==> config.mk <==
export PLATFORM = sky130hd
export DESIGN_NAME = rx_len_tracker
export DESIGN_NICKNAME = d
export VERILOG_FILES = /design/src/rtl/rxlen_pkg.sv /design/src/rtl/rxlen_countdown.sv /design/src/rtl/rxlen_plane_slot.sv /design/src/rtl/rx_len_tracker.sv
export SDC_FILE = /design/constraint.sdc
export NUM_CORES = 1
export LEC_CHECK = 0
export BUFFER_PORTS_ARGS = -buffer_cell sky130_fd_sc_hd__buf_2
export CAP_MARGIN = 20
export CORE_MARGIN = 4
export CORE_UTILIZATION = 35
export DETAILED_ROUTE_END_ITERATION = 10
export PLACE_DENSITY_LB_ADDON = 0.15
export SLEW_MARGIN = 20
export SYNTH_ARGS = -nofsm -noshare
export SYNTH_HDL_FRONTEND = slang
export SYNTH_SLANG_ARGS = --single-unit
==> constraint.sdc <==
create_clock -name clk -period 8.2 [get_ports clk]
set_input_delay 2.05 -clock clk [delete_from_list [all_inputs] [get_ports clk]]
set_output_delay 2.05 -clock clk [all_outputs]
set_load 0.02 [all_outputs]
==> src/rtl/rxlen_pkg.sv <==
`timescale 1ns/1ps
package rxlen_pkg;
    parameter int RXLEN_W   = 12;
    parameter int NUM_PLANE = 2;
    typedef logic plane_idx_t;
endpackage

==> src/rtl/rxlen_countdown.sv <==
`timescale 1ns/1ps
module rxlen_countdown #(
    parameter int W = 12
) (
    input  logic [W-1:0] rem_i,
    input  logic         wide_i,
    output logic [W-1:0] rem_o,
    output logic         empty_o
);
    logic [W-1:0] step;

    always_comb begin
        step    = wide_i ? W'(2) : W'(1);
        // floor at zero when the access is wider than what is left
        rem_o   = (rem_i > step) ? (rem_i - step) : '0;
        empty_o = (rem_o == '0);
    end
endmodule

==> src/rtl/rxlen_plane_slot.sv <==
`timescale 1ns/1ps
module rxlen_plane_slot #(
    parameter int W = 12
) (
    input  logic         vld_i,
    input  logic [W-1:0] len_i,
    input  logic         release_i,
    input  logic         hit_i,
    input  logic [W-1:0] new_len_i,
    output logic         vld_o,
    output logic [W-1:0] len_o,
    output logic         accept_o
);
    logic vld_after;

    always_comb begin
        vld_after = vld_i & ~release_i;
        accept_o  = hit_i & ~vld_after & (new_len_i != '0);
        vld_o     = vld_after | accept_o;
        if (accept_o)       len_o = new_len_i;
        else if (vld_after) len_o = len_i;
        else                len_o = '0;
    end
endmodule

==> src/rtl/rx_len_tracker.sv <==
`timescale 1ns/1ps
module rx_len_tracker
    import rxlen_pkg::*;
#(
    parameter int LEN_W = RXLEN_W
) (
    input  logic             clk,
    input  logic             rst_n,
    input  logic             dbl_en,
    input  logic             cnt_mode,
    input  logic             wide_sel,
    input  logic             hold_en,
    input  logic             rpt_valid,
    input  logic             rpt_plane,
    input  logic [LEN_W-1:0] rpt_len,
    input  logic             rd_strobe,
    input  logic             clr,
    output logic [LEN_W:0]   len_field
);
    localparam int NP = NUM_PLANE;

    typedef struct packed {
        plane_idx_t                cur;
        logic [LEN_W-1:0]          rem;
        logic [NP-1:0]             vld;
        logic [NP-1:0][LEN_W-1:0]  len;
    } trk_state_t;

    trk_state_t st_q, st_d;

    logic             cur_vld, rd_ok, drained, keep_len;
    logic [LEN_W-1:0] cd_rem;
    logic             cd_empty;
    plane_idx_t       tgt_plane;
    logic [NP-1:0]             slot_rel, slot_hit, slot_vld, slot_acc;
    logic [NP-1:0][LEN_W-1:0]  slot_len;

    rxlen_countdown #(.W(LEN_W)) u_cd (
        .rem_i   (st_q.rem),
        .wide_i  (wide_sel),
        .rem_o   (cd_rem),
        .empty_o (cd_empty)
    );

    assign cur_vld   = st_q.vld[st_q.cur];
    assign rd_ok     = rd_strobe && cur_vld && (st_q.rem != '0);
    assign drained   = rd_ok && cd_empty;
    assign keep_len  = drained && !cnt_mode && hold_en;
    assign tgt_plane = dbl_en ? rpt_plane : st_q.cur;

    for (genvar gi = 0; gi < NP; gi++) begin : g_plane
        assign slot_rel[gi] = (st_q.cur == plane_idx_t'(gi)) &&
                              ((drained && !keep_len) || clr);
        assign slot_hit[gi] = rpt_valid && (tgt_plane == plane_idx_t'(gi));

        rxlen_plane_slot #(.W(LEN_W)) u_slot (
            .vld_i     (st_q.vld[gi]),
            .len_i     (st_q.len[gi]),
            .release_i (slot_rel[gi]),
            .hit_i     (slot_hit[gi]),
            .new_len_i (rpt_len),
            .vld_o     (slot_vld[gi]),
            .len_o     (slot_len[gi]),
            .accept_o  (slot_acc[gi])
        );
    end

    always_comb begin
        st_d     = st_q;
        st_d.vld = slot_vld;
        st_d.len = slot_len;
        if (rd_ok) st_d.rem = cd_rem;
        if (clr)   st_d.rem = '0;
        if (slot_acc[st_q.cur]) st_d.rem = rpt_len;
        // hand over to the waiting plane once the current one is empty
        if (dbl_en && !slot_vld[st_q.cur] && slot_vld[~st_q.cur]) begin
            st_d.cur = ~st_q.cur;
            st_d.rem = slot_len[~st_q.cur];
        end
    end

    always_ff @(posedge clk) begin
        if (!rst_n) st_q <= '0;
        else        st_q <= st_d;
    end

    always_comb begin
        len_field = '0;
        if (cur_vld)
            len_field[LEN_W-1:0] = cnt_mode ? st_q.rem : st_q.len[st_q.cur];
    end
endmodule

==> impl_metrics.yaml <==
clock_network:
  worstSkewPairLatency_ns: 0.29
  numClockSinks: 39
  cts_hold_buffers: 0
  ctsResizeCount: 0
  cts_tree: "built"
  post_cts_buffers: 0
  clock-root-buffer: "clkbuf_8"
  cts_buffers: 5
  htree_levels: 2
  clk_pin_slew_ns: 0.08
  clk_path_buf_depth: 2
synthesis:
  synth_top_area_share_pct: 23.8
  yosysTopAreaCell: "dfxtp_1"
  syn_nets: 470
  synth-main-ff-cell: "dfxtp_1"
  synth_commonest_cells: "nor2_1, nand2_1, dfxtp_1"
  synth.distinct_cells: 67
  synth-edff-count: 0
  yosysSeqAreaShare_pct: 23.8
  synth_warnings: 0
  synth_most_common_cell: "nor2_1"
  synthCells: 445
  avgSynthCellArea_um2: 7.37
  syn-cell-area_um2: 3280
  async_reset_ff_share_pct: 0
  synthTopCellsByArea: "dfxtp_1, nor2_1, nand2_1"
  ys_seq_elements: 39
placement:
  dp_hpwl_um: 7760
  place_congestion: 0.876
  post-place-ws_ns: 2.58
  port_buffers: 33
final_layout:
  reg_top3: "st_q: 39 flops"
  diodes: 0
  largest-register: "st_q"
  fillers: 991
  largest_reg_flops: 39
  layout-drive-gt1-share_pct: 15.8
  syn_to_final_growth_pct: 8.47
  fin_nets: 480
sta:
  fmax_mhz: 188
  finalSetupTns_ns: 0
  final.setup_skew_ns: 0.00459
  layout_worst_path_cycle_share_pct: 64.8
  setup_violations: 0
  maxSlewViolCount: 0
  max_slew_margin_pct: 39.2
  rsz0062_at_grt: "false"
  finalWorstSetupSlack_ns: 2.89
  worstMarginPinSlew_ns: 0.908
  hold_violations: 0
  min_period_ns: 5.31
floorplanning:
  fp.dieH_um: 105
  start_util_pct: 35.7
  num_io_pins: 35
  die_w_um: 105
  die_area_um2: 11000
  core-area_um2: 9200
  row_count: 35
power_and_ir_drop:
  pwr-share-comb_pct: 39.6
  p_clk_share_pct: 22.6
  power_density_nw_per_um2: 167
  vdd_ir_drop_max_mv: 0.0636
  p_int_uw: 354
  p_leak_nw: 1.32
  p_switching_uw: 239
  switching_share_pct: 40.3
  pwr-share-seq_pct: 37.9
global_route:
  track_usage_pct: 19.6
  grt-ovfl-total: 0
  antenna_found_initial: 0
  grt_pass1_wl_um: 17200
  grt_start_max_net_pins: 40
  grt_pass1_vias: 2984
critical_path:
  cp_data_arrival_time_ns: 5.53
  crit_fanout: 27
  critPathKind: "in2reg"
  cp.required_ns: 8.42
  worst_setup_path_end_kind: "register"
  crit_path_start_kind: "input pin"
detailed_routing:
  totalWireLength_um: 10800
  drt_first_iter_violations: 271
  vias: 3328
  wl_per_cell_um: 19.0
  drc_errors: 0
  detail_route.vias_per_cell: 5.88
  dr.pass1.iters: 5
  ant_nets: 0
hold_path:
  hold_path.class: "reg2reg"
status:
  outcome: "completed"
job:
  drv_cap: 0
final timing paths:
| check | cells after the start | end | startpoint | slack [ns] |
|---|---|---|---|---|
| max reg2reg | 11 | st_q[31]$_SDFFE_PN0P_ | st_q[26]$_SDFFE_PN0P_ | 4.36 |
| min | 2 | st_q[22]$_SDFF_PN0_ | st_q[22]$_SDFF_PN0_ | 0.48 |
| max | 12 | st_q[31]$_SDFFE_PN0P_ | wide_sel | 2.89 |
| min reg2reg | 2 | st_q[22]$_SDFF_PN0_ | st_q[22]$_SDFF_PN0_ | 0.48 |
critical path, stage by stage:
cell and delay (ns):
buf_2 0.11, inv_1 0.07, ha_1 0.19, fa_1 0.26, or4b_1 0.60, nor3b_1 0.24, a31oi_1 0.09, o22ai_4 0.28
a21o_1 0.69, nor4b_2 0.61, o21ai_0 0.16, a31oi_1 0.17
cells in the final DEF, fill, tap and decap left out, types with 16 or more instances in the layout:
master    Yosys  routed
nand3_1      22      22
a21oi_1      24      24
o21ai_0      25      25
a21boi_0     16      16
buf_2         3      33
nor2_1       48      48
dfxtp_1      39      39
nand2_1      41      41
inv_1        20      20
per-stage QoR:
stage	power, mW	hold WS [ns]	instance area, µm²	cells	utilization [%]
floorplan	0.398	0.449	3280	445	-
global placement	0.460	0.471	3470	559	37.7
detailed placement	0.460	0.476	3470	559	37.7
CTS	0.596	0.487	3560	566	38.7
global route	0.630	0.508	3560	566	38.7
finish	0.593	0.483	3560	566	38.7
cell type report:
| cell class | count | area, µm² | share of cell area, % |
|---|---|---|---|
| Inverter | 20 | 75.1 | 2.11 |
| Timing Repair Buffer | 40 | 218 | 6.12 |
| Sequential cell | 39 | 781 | 21.9 |
| Clock inverter | 1 | 5.00 | 0.141 |
| Multi-Input combinational cell | 349 | 2260 | 63.5 |
| Clock buffer | 6 | 82.6 | 2.32 |
| Tap cell | 111 | 139 | 3.90 |
power groups by stage:
stage	combinational [mW]	clock, mW	sequential (mW)
floorplan	0.181	0	0.217
global placement	0.233	0	0.228
detailed placement	0.231	0	0.228
CTS	0.234	0.138	0.224
global route	0.258	0.145	0.226
finish	0.235	0.134	0.225
cell families after synthesis:
kind of cell,Yosys count,synth area share [%]
adders and majority gates,3,1.37
muxes,16,5.00
other,1,0.114
xor gates and xnor gates,5,2.14
AOI/OAI and AO/OA,129,27.9
and+or+nand+nor,195,32.3
DFF,39,23.8
buffers and inverters,57,7.44
layer usage:
layer  part of all wire, %  wire length, µm  track usage [%]  up-vias
li1                      -                -                -     1635
met1                    48             5150             29.3     1563
met2                    45             4840             30.1      120
met3                   5.9              634             1.98       10
met4                   1.3              144             4.50        0
met5                     0                0                0        -
(Power assumes the default switching activity.)
